`src/rtl/cit_pkg.sv`:
```
package cit_pkg;

    // Decision taken by the timer in a given cycle, in priority order.
    typedef enum logic [2:0] {
        CIT_EV_IDLE   = 3'd0,
        CIT_EV_CLEAR  = 3'd1,
        CIT_EV_TOUCH  = 3'd2,
        CIT_EV_LOAD   = 3'd3,
        CIT_EV_REFUSE = 3'd4,
        CIT_EV_DROP   = 3'd5,
        CIT_EV_EXPIRE = 3'd6,
        CIT_EV_STEP   = 3'd7
    } cit_event_e;

    // Longest interval in ticks for a given code width.
    function automatic int cit_max_ticks(input int base, input int step, input int code_w);
        return base + step * ((1 << code_w) - 2);
    endfunction

endpackage

```
`src/rtl/cit_cfg_watch.sv`:
```
module cit_cfg_watch #(
    parameter int CODE_W = 8
) (
    input  logic              clk,
    input  logic              rst_n,
    input  logic [CODE_W-1:0] code_i,
    input  logic              master_i,
    output logic              cfg_changed_o
);

    typedef struct packed {
        logic [CODE_W-1:0] code;
        logic              master;
    } cfg_state_t;

    cfg_state_t st_d, st_q;

    always_comb begin
        st_d        = st_q;
        st_d.code   = code_i;
        st_d.master = master_i;
    end

    always_ff @(posedge clk) begin
        if (!rst_n) begin
            st_q <= '0;
        end else begin
            st_q <= st_d;
        end
    end

    assign cfg_changed_o = (code_i != st_q.code) || (master_i != st_q.master);

endmodule

```
`src/rtl/cit_touch_edge.sv`:
```
module cit_touch_edge (
    input  logic clk,
    input  logic rst_n,
    input  logic touch_i,
    output logic rise_o
);

    logic seen_d, seen_q;

    always_comb begin
        seen_d = touch_i;
    end

    always_ff @(posedge clk) begin
        if (!rst_n) begin
            seen_q <= 1'b0;
        end else begin
            seen_q <= seen_d;
        end
    end

    assign rise_o = touch_i && !seen_q;

endmodule

```
`src/rtl/cit_interval_calc.sv`:
```
module cit_interval_calc #(
    parameter int CODE_W     = 8,
    parameter int BASE_TICKS = 1100,
    parameter int STEP_TICKS = 70,
    parameter int CNT_W      = 15
) (
    input  logic [CODE_W-1:0] code_i,
    output logic              repeat_o,
    output logic [CNT_W-1:0]  load_o
);

    localparam logic [CNT_W-1:0] BASE_C = CNT_W'(BASE_TICKS);
    localparam logic [CNT_W-1:0] STEP_C = CNT_W'(STEP_TICKS);

    logic [CNT_W-1:0] code_ext;
    logic [CNT_W-1:0] steps;

    always_comb begin
        code_ext = CNT_W'(code_i);
        repeat_o = (code_i != '0);
        steps    = repeat_o ? (code_ext - CNT_W'(1)) : '0;
        load_o   = repeat_o ? (BASE_C + STEP_C * steps) : '0;
    end

endmodule

```
`src/rtl/conv_interval_timer.sv`:
```
module conv_interval_timer #(
    parameter int CODE_W     = 8,
    parameter int BASE_TICKS = 1100,
    parameter int STEP_TICKS = 70
) (
    input  logic              clk,
    input  logic              rst_n,
    input  logic              tick_en,
    input  logic [CODE_W-1:0] interval_code,
    input  logic              master_mode,
    input  logic              touch,
    input  logic              seq_done,
    output logic              start_req
);
    import cit_pkg::*;

    localparam int CNT_W = $clog2(cit_max_ticks(BASE_TICKS, STEP_TICKS, CODE_W) + 1);

    typedef struct packed {
        logic             armed;
        logic [CNT_W-1:0] remain;
        logic             req;
    } tmr_state_t;

    tmr_state_t st_d, st_q;
    cit_event_e ev;

    logic             cfg_changed;
    logic             touch_rise;
    logic             repeat_on;
    logic [CNT_W-1:0] load_val;

    cit_cfg_watch #(.CODE_W(CODE_W)) u_cfg (
        .clk          (clk),
        .rst_n        (rst_n),
        .code_i       (interval_code),
        .master_i     (master_mode),
        .cfg_changed_o(cfg_changed)
    );

    cit_touch_edge u_touch (
        .clk    (clk),
        .rst_n  (rst_n),
        .touch_i(touch),
        .rise_o (touch_rise)
    );

    cit_interval_calc #(
        .CODE_W    (CODE_W),
        .BASE_TICKS(BASE_TICKS),
        .STEP_TICKS(STEP_TICKS),
        .CNT_W     (CNT_W)
    ) u_calc (
        .code_i  (interval_code),
        .repeat_o(repeat_on),
        .load_o  (load_val)
    );

    // Event selection, highest priority first.
    always_comb begin
        if (cfg_changed) begin
            ev = CIT_EV_CLEAR;
        end else if (master_mode && touch_rise) begin
            ev = CIT_EV_TOUCH;
        end else if (seq_done) begin
            ev = (repeat_on && (!master_mode || touch)) ? CIT_EV_LOAD : CIT_EV_REFUSE;
        end else if (st_q.armed && master_mode && !touch) begin
            ev = CIT_EV_DROP;
        end else if (st_q.armed && tick_en) begin
            ev = (st_q.remain == CNT_W'(1)) ? CIT_EV_EXPIRE : CIT_EV_STEP;
        end else begin
            ev = CIT_EV_IDLE;
        end
    end

    always_comb begin
        st_d     = st_q;
        st_d.req = 1'b0;
        unique case (ev)
            CIT_EV_CLEAR, CIT_EV_REFUSE, CIT_EV_DROP: begin
                st_d.armed  = 1'b0;
                st_d.remain = '0;
            end
            CIT_EV_TOUCH, CIT_EV_EXPIRE: begin
                st_d.armed  = 1'b0;
                st_d.remain = '0;
                st_d.req    = 1'b1;
            end
            CIT_EV_LOAD: begin
                st_d.armed  = 1'b1;
                st_d.remain = load_val;
            end
            CIT_EV_STEP: begin
                st_d.remain = st_q.remain - CNT_W'(1);
            end
            default: begin
                st_d = st_d;
            end
        endcase
    end

    always_ff @(posedge clk) begin
        if (!rst_n) begin
            st_q <= '0;
        end else begin
            st_q <= st_d;
        end
    end

    assign start_req = st_q.req;

endmodule

```
`config.mk`:
```
export PLATFORM = sky130hd
export DESIGN_NAME = conv_interval_timer
export DESIGN_NICKNAME = d
export VERILOG_FILES = /design/src/rtl/cit_pkg.sv /design/src/rtl/cit_cfg_watch.sv /design/src/rtl/cit_touch_edge.sv /design/src/rtl/cit_interval_calc.sv /design/src/rtl/conv_interval_timer.sv
export SDC_FILE = /design/constraint.sdc
export NUM_CORES = 1
export LEC_CHECK = 0
export BUFFER_PORTS_ARGS = -buffer_cell sky130_fd_sc_hd__buf_4
export CORE_MARGIN = 2
export CORE_UTILIZATION = 40
export DETAILED_ROUTE_END_ITERATION = 8
export SLEW_MARGIN = 40
export SYNTH_ARGS = -nofsm -noshare
export SYNTH_HDL_FRONTEND = slang
export SYNTH_HIERARCHICAL = 1
export SYNTH_SLANG_ARGS = --single-unit
```
`constraint.sdc`:
```
create_clock -name clk -period 4.7 [get_ports clk]
set_clock_uncertainty 0.1 [all_clocks]
set_input_delay 0.94 -clock clk [delete_from_list [all_inputs] [get_ports clk]]
set_output_delay 0.94 -clock clk [all_outputs]
set_load 0.005 [all_outputs]
```
# Yosys cells after proc, flatten, opt, wreduce, memory -nomap -nowiden
# Cells that the tools add are included.
[totals]
output_inout_bits = 1
word_cells = 48
in_bits = 14
reg_bits = 27
[classes]
reduce_logical = 16
multipliers = 1
add_sub_neg = 3
muxes = 12
eq_ne = 10
[op_table]
columns = ["operator", "n"]
rows = [
  ["one-hot mux 15 bit (3 select lines)", 1],
  ["two-way mux 15 bit", 2],
  ["two-way mux 3 bit", 6],
  ["adder 11 x 15 -> 15 bit, first input constant", 1],
  ["== test 15 x 1 -> 1 bit, second input constant", 1],
  ["multiplier 6 x 15 -> 14 bit, first input constant", 1],
  ["subtractor 15 x 1 -> 15 bit, second input constant", 1],
  ["== test 3 bit, second input constant", 4],
  ["subtractor 8 x 1 -> 9 bit, second input constant", 1],
  ["!= test 8 bit", 1],
  ["nonzero test 8 bit", 1],
  ["== test 3 x 2 -> 1 bit, second input constant", 2],
  ["logical AND 1 bit", 6],
  ["OR reduction 5 bit", 1],
  ["== test 3 x 1 -> 1 bit, second input constant", 1],
  ["logical NOT 1 bit", 3],
  ["nonzero test 3 bit", 1],
  ["logical OR 1 bit", 2],
  ["two-way mux 1 bit", 2],
  ["one-hot mux 1 bit (2 select lines)", 1],
  ["nonzero test 2 bit", 1],
  ["OR reduction 2 bit", 1],
  ["!= test 1 bit", 1],
]

# Longest topological paths before layout
# Gate-level depths: netlist of run 1.
[logic_depth]
ltp_word = 10
ltp_mapped = 23
depth_no_buf = 22

# Hierarchy
# Netlist of run 1, hierarchy kept.
[by_module_without_submodules]
columns = ["module", "seq_area_each_um2", "instances", "cells_per_inst", "area_per_inst_um2"]
rows = [
  ["cit_interval_calc", 0.0, 1, 180, 1341.3],
  ["conv_interval_timer", 340.3, 1, 152, 1161.1],
  ["cit_cfg_watch", 180.2, 1, 30, 334.1],
  ["cit_touch_edge", 20.0, 1, 3, 40.0],
]

# Worst setup path after synthesis of run 1
# No wires, ideal clock.
[synth_path]
path_type = "input to register"
startpoint = "in interval_code[2]"
endpoint = "reg, netlist name st_q[14]"
t_arrival_ns = 4.843
path_buffers = 1
required_time_ns = 4.486
setup_slack_ns = -0.357
setup_ns = 0.114
stages = 19
path_cell_list = "nor4_1 nand2_1 nor3_1 clkbuf_1 nor2_1 ha_1 ha_1 fa_1 ha_1 a21oi_2 nand2_1 o31a_1 a211oi_1 o211ai_1 xor2_1 nor2_1 nand2_1 a21oi_1 a21o_1"
[synth_lines]
columns = ["element", "line", "rtl"]
rows = [
  ["start: declaration", "conv_interval_timer.sv:9", "input logic [CODE_W-1:0] interval_code,"],
]

==> results of run 1 <==
[kinds of logic after synthesis]
kind of cell | share of synthesized area
other | 0.00130
AO/OA/AOI/OAI | 0.211
buffers and inverters | 0.0613
XOR/XNOR | 0.0883
AND/OR/NAND/NOR | 0.264
multiplexers | 0.0122
adder cells (fa/ha/maj) | 0.174
flip-flops | 0.188
[timing repair]
action | CTS | global route
buffers inserted | 4 | 4
pin swaps | 15 | 23
endpoints found under the setup margin | 3 | 6
gates resized for setup | 12 | 17
hold buffers | 0 | 0
[placed cells by master (no fill, tap or decap), types with 4 or more instances in the layout]
master,instances
sky130_fd_sc_hd__nand3_1,8
sky130_fd_sc_hd__o21ai_0,13
sky130_fd_sc_hd__nor2b_1,4
sky130_fd_sc_hd__inv_1,26
sky130_fd_sc_hd__conb_1,4
sky130_fd_sc_hd__ha_1,22
sky130_fd_sc_hd__nand2_1,24
sky130_fd_sc_hd__o211ai_1,5
sky130_fd_sc_hd__nor4_1,4
sky130_fd_sc_hd__ha_4,8
sky130_fd_sc_hd__a21o_1,11
sky130_fd_sc_hd__nor3_1,15
sky130_fd_sc_hd__o31ai_1,9
sky130_fd_sc_hd__and2_1,13
sky130_fd_sc_hd__nand2_2,4
sky130_fd_sc_hd__nand4_1,4
sky130_fd_sc_hd__xnor2_1,11
sky130_fd_sc_hd__nor2_1,31
sky130_fd_sc_hd__xor2_1,16
sky130_fd_sc_hd__dfxtp_1,27
sky130_fd_sc_hd__a21oi_1,15
sky130_fd_sc_hd__or3_1,8
sky130_fd_sc_hd__o2bb2ai_1,6
sky130_fd_sc_hd__fa_1,4
sky130_fd_sc_hd__buf_4,66
[how the worst max path moves through the flow]
stage	cells past startpoint	start	slack (ns)	to
final	20	interval_code[2]	-0.01	st_q[11]$_SDFFE_PN0P_
after global routing	19	interval_code[2]	-0.20	st_q[15]$_SDFFE_PN0P_
after CTS	21	interval_code[5]	0.002	st_q[15]$_SDFFE_PN0P_
after detailed placement	18	interval_code[4]	-0.43	st_q[15]$_SDFFE_PN0P_
after global placement	20	interval_code[2]	-0.33	st_q[15]$_SDFFE_PN0P_
after floorplan	18	interval_code[2]	-0.008	st_q[15]$_SDFFE_PN0P_
[critical path: stages]
cell	delay, ns
sky130_fd_sc_hd__buf_8	0.10
sky130_fd_sc_hd__nor4_4	0.31
sky130_fd_sc_hd__nand2_2	0.12
sky130_fd_sc_hd__nor3_2	0.19
sky130_fd_sc_hd__buf_4	0.18
sky130_fd_sc_hd__nor2_4	0.06
sky130_fd_sc_hd__ha_4	0.28
sky130_fd_sc_hd__ha_4	0.19
sky130_fd_sc_hd__fa_1	0.52
sky130_fd_sc_hd__ha_4	0.23
sky130_fd_sc_hd__a21oi_4	0.20
sky130_fd_sc_hd__nand4_1	0.15
sky130_fd_sc_hd__mux2_4	0.31
sky130_fd_sc_hd__a211oi_4	0.32
sky130_fd_sc_hd__buf_4	0.17
sky130_fd_sc_hd__xor2_1	0.14
sky130_fd_sc_hd__nor2_1	0.06
sky130_fd_sc_hd__nand2_1	0.09
sky130_fd_sc_hd__a21oi_2	0.06
sky130_fd_sc_hd__a21o_1	0.17
[metal layers]
layer / share of wire / global-route usage
met1: 0.46 / 0.239
met2: 0.50 / 0.341
met3: 0.030 / 0.0215
met4: 0.010 / 0.0441
met5: 0 / 0
[state kept, by name, indices dropped and copies added, names as in the netlist]
name	cells
start_req	1
st_q	16
u_cfg/st_q	9
u_touch/seen_q	1
[power breakdown]
group          switching [W]  internal [W]
registers         0.00000205      0.000233
clock network      0.0000787     0.0000595
logic               0.000414      0.000413
total               0.000495      0.000706
[through the flow]
step	TNS (ns)	setup slack [ns]	hold WS [ns]	power, W
floorplan	-0.0125	-0.00761	0.324	0.000754
global placement	-1.39	-0.330	0.344	0.000979
detailed placement	-1.90	-0.434	0.345	0.000990
CTS	0	0.00239	0.373	0.00117
global route	-0.775	-0.197	0.402	0.00131
finish	-0.0112	-0.0112	0.373	0.00120
[cell type report]
cell class,count,area share
Clock inverter,1,0.00134
Timing Repair Buffer,68,0.140
Sequential cell,27,0.145
Clock buffer,3,0.0110
Tap cell,96,0.0321
Inverter,26,0.0261
Multi-Input combinational cell,302,0.645
==> impl_metrics.yaml, run 1 <==
placement:
  place.detailed.hpwl_mm: 5.43
  gp_congestion: 0.836
  placed_area_um2: 3470
  port_buffers: 14
  place.detailed.instances: 511
min_path:
  whs_path_depth: 1
  hold_end: "st_q[15]$_SDFFE_PN0P_"
  min_from: "st_q[15]$_SDFFE_PN0P_"
  hold_path_class: "reg2reg"
sta:
  setup_violations: 1
  worst_slack_ns: -0.0112
  number_of_hold_slack_violations_in_the_final_timing_report: 0
  max_slew.worst_pin.slew_ns: 0.744
  setup_repair_after_global_routing_missed_its_margin: "yes"
  finalCriticalPeriod_ns: 4.71
  timing.fmax_ghz: 0.212
  finalCritPeriodShare: 1.00
  max_slew_vio_count: 0
  slew-limit-headroom: 0.499
worst_setup_path:
  worst_r2r_endpoint: "st_q[9]$_SDFFE_PN0P_"
  critical_path_class: "in2reg"
  cp_data_required_time_ns: 4.79
  setup.worst_path.end_class: "flip-flop"
  arrival_time_worst_endpoint_ns: 4.80
  critical_path_peak_fanout: 6
  reg2reg_from: "u_cfg/st_q[1]$_SDFF_PN0_"
  worst_r2r_path_depth: 7
  reg2reg_slack_ns: 1.92
  cp-start-kind: "primary input"
synth:
  synth-seq-cells: 27
  post_synth_main_area_contributors: "sky130_fd_sc_hd__dfxtp_1, sky130_fd_sc_hd__ha_1, sky130_fd_sc_hd__xor2_1"
  synthesis.yosys.warnings: 6
  synth_cell_types: 57
  avgSynthCellArea_um2: 7.88
  yosysMostFrequentCell: "sky130_fd_sc_hd__nor2_1"
  synth_enable_flop_cells: 0
  number_of_instances_in_the_synthesized_netlist: 365
  postSynth.asyncResetShare: 0
  ys_dominant_reg_cell: "sky130_fd_sc_hd__dfxtp_1"
  syn_area_um2: 2880
  ys_top_cells_by_count: "sky130_fd_sc_hd__nor2_1, sky130_fd_sc_hd__ha_1, sky130_fd_sc_hd__nand2_1, sky130_fd_sc_hd__dfxtp_1, sky130_fd_sc_hd__inv_1"
  synthDominantAreaCellType: "sky130_fd_sc_hd__dfxtp_1"
  synth_seq_area_share: 0.188
  synthDominantCellAreaShare: 0.188
global_routing:
  grt_antenna_before_repair: 0
  grt_util_all_layers: 0.189
  gr-total-overflow: 0
  grt_pass1_wl_mm: 11.9
  first_global_vias: 2679
  grt_max_degree: 24
layout:
  final_cell_area_um2: 3740
  final-seq-area_um2: 541
  nets: 479
  fillers: 641
  drive_above_1_share: 0.274
  instances_no_fill: 523
  syn_to_final_growth_pct: 30.0
  area_of_combinational_cells_with_multiple_inputs_um2: 2410
  antenna_cells: 0
  post-route-util: 0.544
routing:
  antenna_left: 0
  post-route-drc-count: 0
  wl_mm: 6.99
  routed_via_density: 5.34
  detail_route.iter0.violations: 157
  drt-wirelength-per-cell_um: 13.4
  drt_pre_antenna_iters: 4
  dr_total_vias: 2791
run:
  cap_violations: 0
cts:
  clk_lat_worst_skew_ns: 0.28
  cts_root_buffer: "sky130_fd_sc_hd__clkbuf_8"
  clock_h_tree_levels: 1
  worst_setup_hold_path_clk_slew_ns: 0.10
  cts.sink_count: 27
  numCtsBuffers: 3
  cts_tree: "built"
  cts_max_path_buffers: 2
power_and_ir_drop:
  ir_drop_mv: 0.116
  cellPowerDensity_nw_per_um2: 321
  power.static_leakage_nw: 1.68
run_status:
  outcome: "finished with violations"
  failing_checks: "setup timing"
floorplan:
  placement_rows: 30
  ioPinCount: 15
  die-width_um: 88.8
  core_area_um2: 6870
  initial_utilization: 0.419
  floorplan.die.height_um: 88.8
  dieArea_um2: 7890
(Power assumes the default switching activity.)
==> inputs of run 2 (changes only) <==
--- a/config.mk
+++ b/config.mk
@@ -5,12 +5,13 @@
 export SDC_FILE = /design/constraint.sdc
 export NUM_CORES = 1
 export LEC_CHECK = 0
-export BUFFER_PORTS_ARGS = -buffer_cell sky130_fd_sc_hd__buf_4
 export CORE_MARGIN = 2
 export CORE_UTILIZATION = 40
 export DETAILED_ROUTE_END_ITERATION = 8
+export DONT_BUFFER_PORTS = 1
 export SLEW_MARGIN = 40
 export SYNTH_ARGS = -nofsm -noshare
 export SYNTH_HDL_FRONTEND = slang
 export SYNTH_HIERARCHICAL = 1
 export SYNTH_SLANG_ARGS = --single-unit
+export TNS_END_PERCENT = 10
==> impl_metrics.yaml, run 2 (synthesis results as in run 1) <==
run_status:
  outcome: "complete, no violations"
global_routing:
  grt_util_all_layers: 0.179
  gr-total-overflow: 0
  grt_pass1_wl_mm: 11.4
  grt_max_degree: 27
  grt_antenna_before_repair: 0
  first_global_vias: 2556
layout:
  final_cell_area_um2: 3440
  regMostFlops: "st_q"
  syn_to_final_growth_pct: 19.5
  antenna_cells: 0
  nets: 446
  drive_above_1_share: 0.190
  biggestRegsByFlops: "st_q: 16 flops, u_cfg/st_q: 9 flops"
  layout.cells.most_common: "sky130_fd_sc_hd__buf_4"
  mostFrequentLayoutCells: "sky130_fd_sc_hd__buf_4, sky130_fd_sc_hd__nor2_1, sky130_fd_sc_hd__nand2_1, sky130_fd_sc_hd__dfxtp_1, sky130_fd_sc_hd__inv_1"
  number_of_flip_flops_in_the_largest_register: 16
  fillers: 674
sta:
  max_slew_vio_count: 0
  timing.hold.ws_ns: 0.371
  slew-limit-headroom: 0.431
  finalCriticalPeriod_ns: 4.53
  timing.fmax_ghz: 0.221
  setup_violations: 0
  finalCritPeriodShare: 0.963
  max_slew.worst_pin.slew_ns: 0.846
  number_of_hold_slack_violations_in_the_final_timing_report: 0
routing:
  antenna_left: 0
  detail_route.iter0.violations: 122
  wl_mm: 6.66
  detail_route.wirelength.met1_mm: 3.15
  drt-wirelength-per-cell_um: 13.6
  dr_total_vias: 2668
  routed_via_density: 5.44
  wl_met3_um: 203
  met2_length_mm: 3.27
  top_layer: "met4"
  drt_pre_antenna_iters: 4
  post-route-drc-count: 0
worst_setup_path:
  worst_r2r_path_depth: 7
  critical_path_cell_count: 20
  total_buffers_and_inverters_traversed_by_the_critical_path: 4
  cp-start-kind: "primary input"
  arrival_time_worst_endpoint_ns: 4.62
  cp_data_required_time_ns: 4.79
  critPathMaxStageDelay_ns: 0.48
  timing.critical_path.max_delay_family: "adder cells"
  critical_path_peak_fanout: 7
  worst_r2r_endpoint: "st_q[12]$_SDFFE_PN0P_"
  reg2reg_slack_ns: 1.92
  setup.worst_path.end_class: "flip-flop"
  reg2reg_from: "u_cfg/st_q[1]$_SDFF_PN0_"
  timing.critical_path.slowest_stage_cell: "sky130_fd_sc_hd__fa_1"
  critical_path_class: "in2reg"
  timing.critical_path.cells: "nor4_4, nand2_1, nor3_2, a21o_1, ha_1, ha_1, inv_1, fa_1, inv_1, ha_4, buf_4, nand4b_1, mux2_4, a211oi_4, buf_4, xor2_1, nor2_1, nand2_1, a21oi_1, a21o_1"
  cp-startpoint: "interval_code[5]"
cts:
  worst_setup_hold_path_clk_slew_ns: 0.10
  numCtsBuffers: 3
  clk_lat_worst_skew_ns: 0.28
  cts_root_buffer: "sky130_fd_sc_hd__clkbuf_8"
  cts_tree: "built"
  cts-hold-fix-buffers: 0
  cts.sink_count: 27
  clock_h_tree_levels: 1
  cts_max_path_buffers: 2
placement:
  placed_area_um2: 3250
  gp_congestion: 0.808
  place.detailed.hpwl_mm: 5.26
  port_buffers: 0
floorplan:
  initial_utilization: 0.419
  floorplan.die.height_um: 88.8
  core_area_um2: 6870
  ioPinCount: 15
  placement_rows: 30
  die-width_um: 88.8
  dieArea_um2: 7890
power_and_ir_drop:
  cellPowerDensity_nw_per_um2: 333
  ir_drop_mv: 0.144
  power.static_leakage_nw: 1.52
min_path:
  whs_path_depth: 1
  hold_path_class: "reg2reg"
  min_from: "st_q[15]$_SDFFE_PN0P_"
  hold_end: "st_q[15]$_SDFFE_PN0P_"
run:
  cap_violations: 0
==> run 2: changes by cell type in the layout (fill, tap and decap cells not counted), moves of 2 or more <==
| cell | delta |
|---|---|
| sky130_fd_sc_hd__buf_4 | -32 |
| sky130_fd_sc_hd__ha_1 | +3 |
| sky130_fd_sc_hd__ha_4 | -3 |
| sky130_fd_sc_hd__nand2_1 | +3 |
| sky130_fd_sc_hd__nand2_2 | -3 |
| sky130_fd_sc_hd__nor2_1 | +2 |
| sky130_fd_sc_hd__nor2_2 | -2 |
==> run 2: how the worst max path moves through the flow <==
| stage | endpoint | slack [ns] |
|---|---|---|
| 2_1_floorplan | st_q[15]$_SDFFE_PN0P_ | -0.008 |
| 3_3_place_gp | st_q[14]$_SDFFE_PN0P_ | -0.24 |
| 3_5_place_dp | st_q[13]$_SDFFE_PN0P_ | -0.29 |
| 4_1_cts | st_q[13]$_SDFFE_PN0P_ | 0.02 |
| 5_1_grt | st_q[15]$_SDFFE_PN0P_ | -0.02 |
| 6_report | st_q[11]$_SDFFE_PN0P_ | 0.17 |
==> run 2: timing repair <==
item,CTS,global route
endpoints found under the setup margin,0,5
gates resized for setup,0,20
setup buffers,0,4
endpoints found under the hold margin,0,0
==> run 2: metal layers <==
layer  global-route usage  up-vias
met4               0.0386        0
met2                0.314       42
met3               0.0233        4
li1                     -     1357
met5                    0        -
met1                0.233     1265
==> run 2: per-stage QoR <==
stage	setup TNS, ns	cells	util	worst slack, ns	total power, W
detailed placement	-1.16	482	0.473	-0.288	0.000936
floorplan	-0.0125	368	-	-0.00761	0.000754
global route	-0.0210	490	0.501	-0.0210	0.00125
CTS	0	486	0.480	0.0200	0.00108
finish	0	490	0.501	0.173	0.00114
global placement	-0.963	482	0.473	-0.242	0.000926
==> run 2: power by group <==
group          switching, W  internal, W
sequential       0.00000203     0.000233
combinational      0.000394     0.000375
clock             0.0000787    0.0000603
total              0.000475     0.000669
==> run 2: layout make-up <==
cell class,instances,area (µm²),share of cell area
clock buffer,3,41.3,0.0120
clock inverter,1,7.51,0.00218
inverter,26,97.6,0.0284
multi-input combinational,302,2360,0.688
sequential,27,541,0.157
tap,96,120,0.0349
timing repair buffer,35,267,0.0775
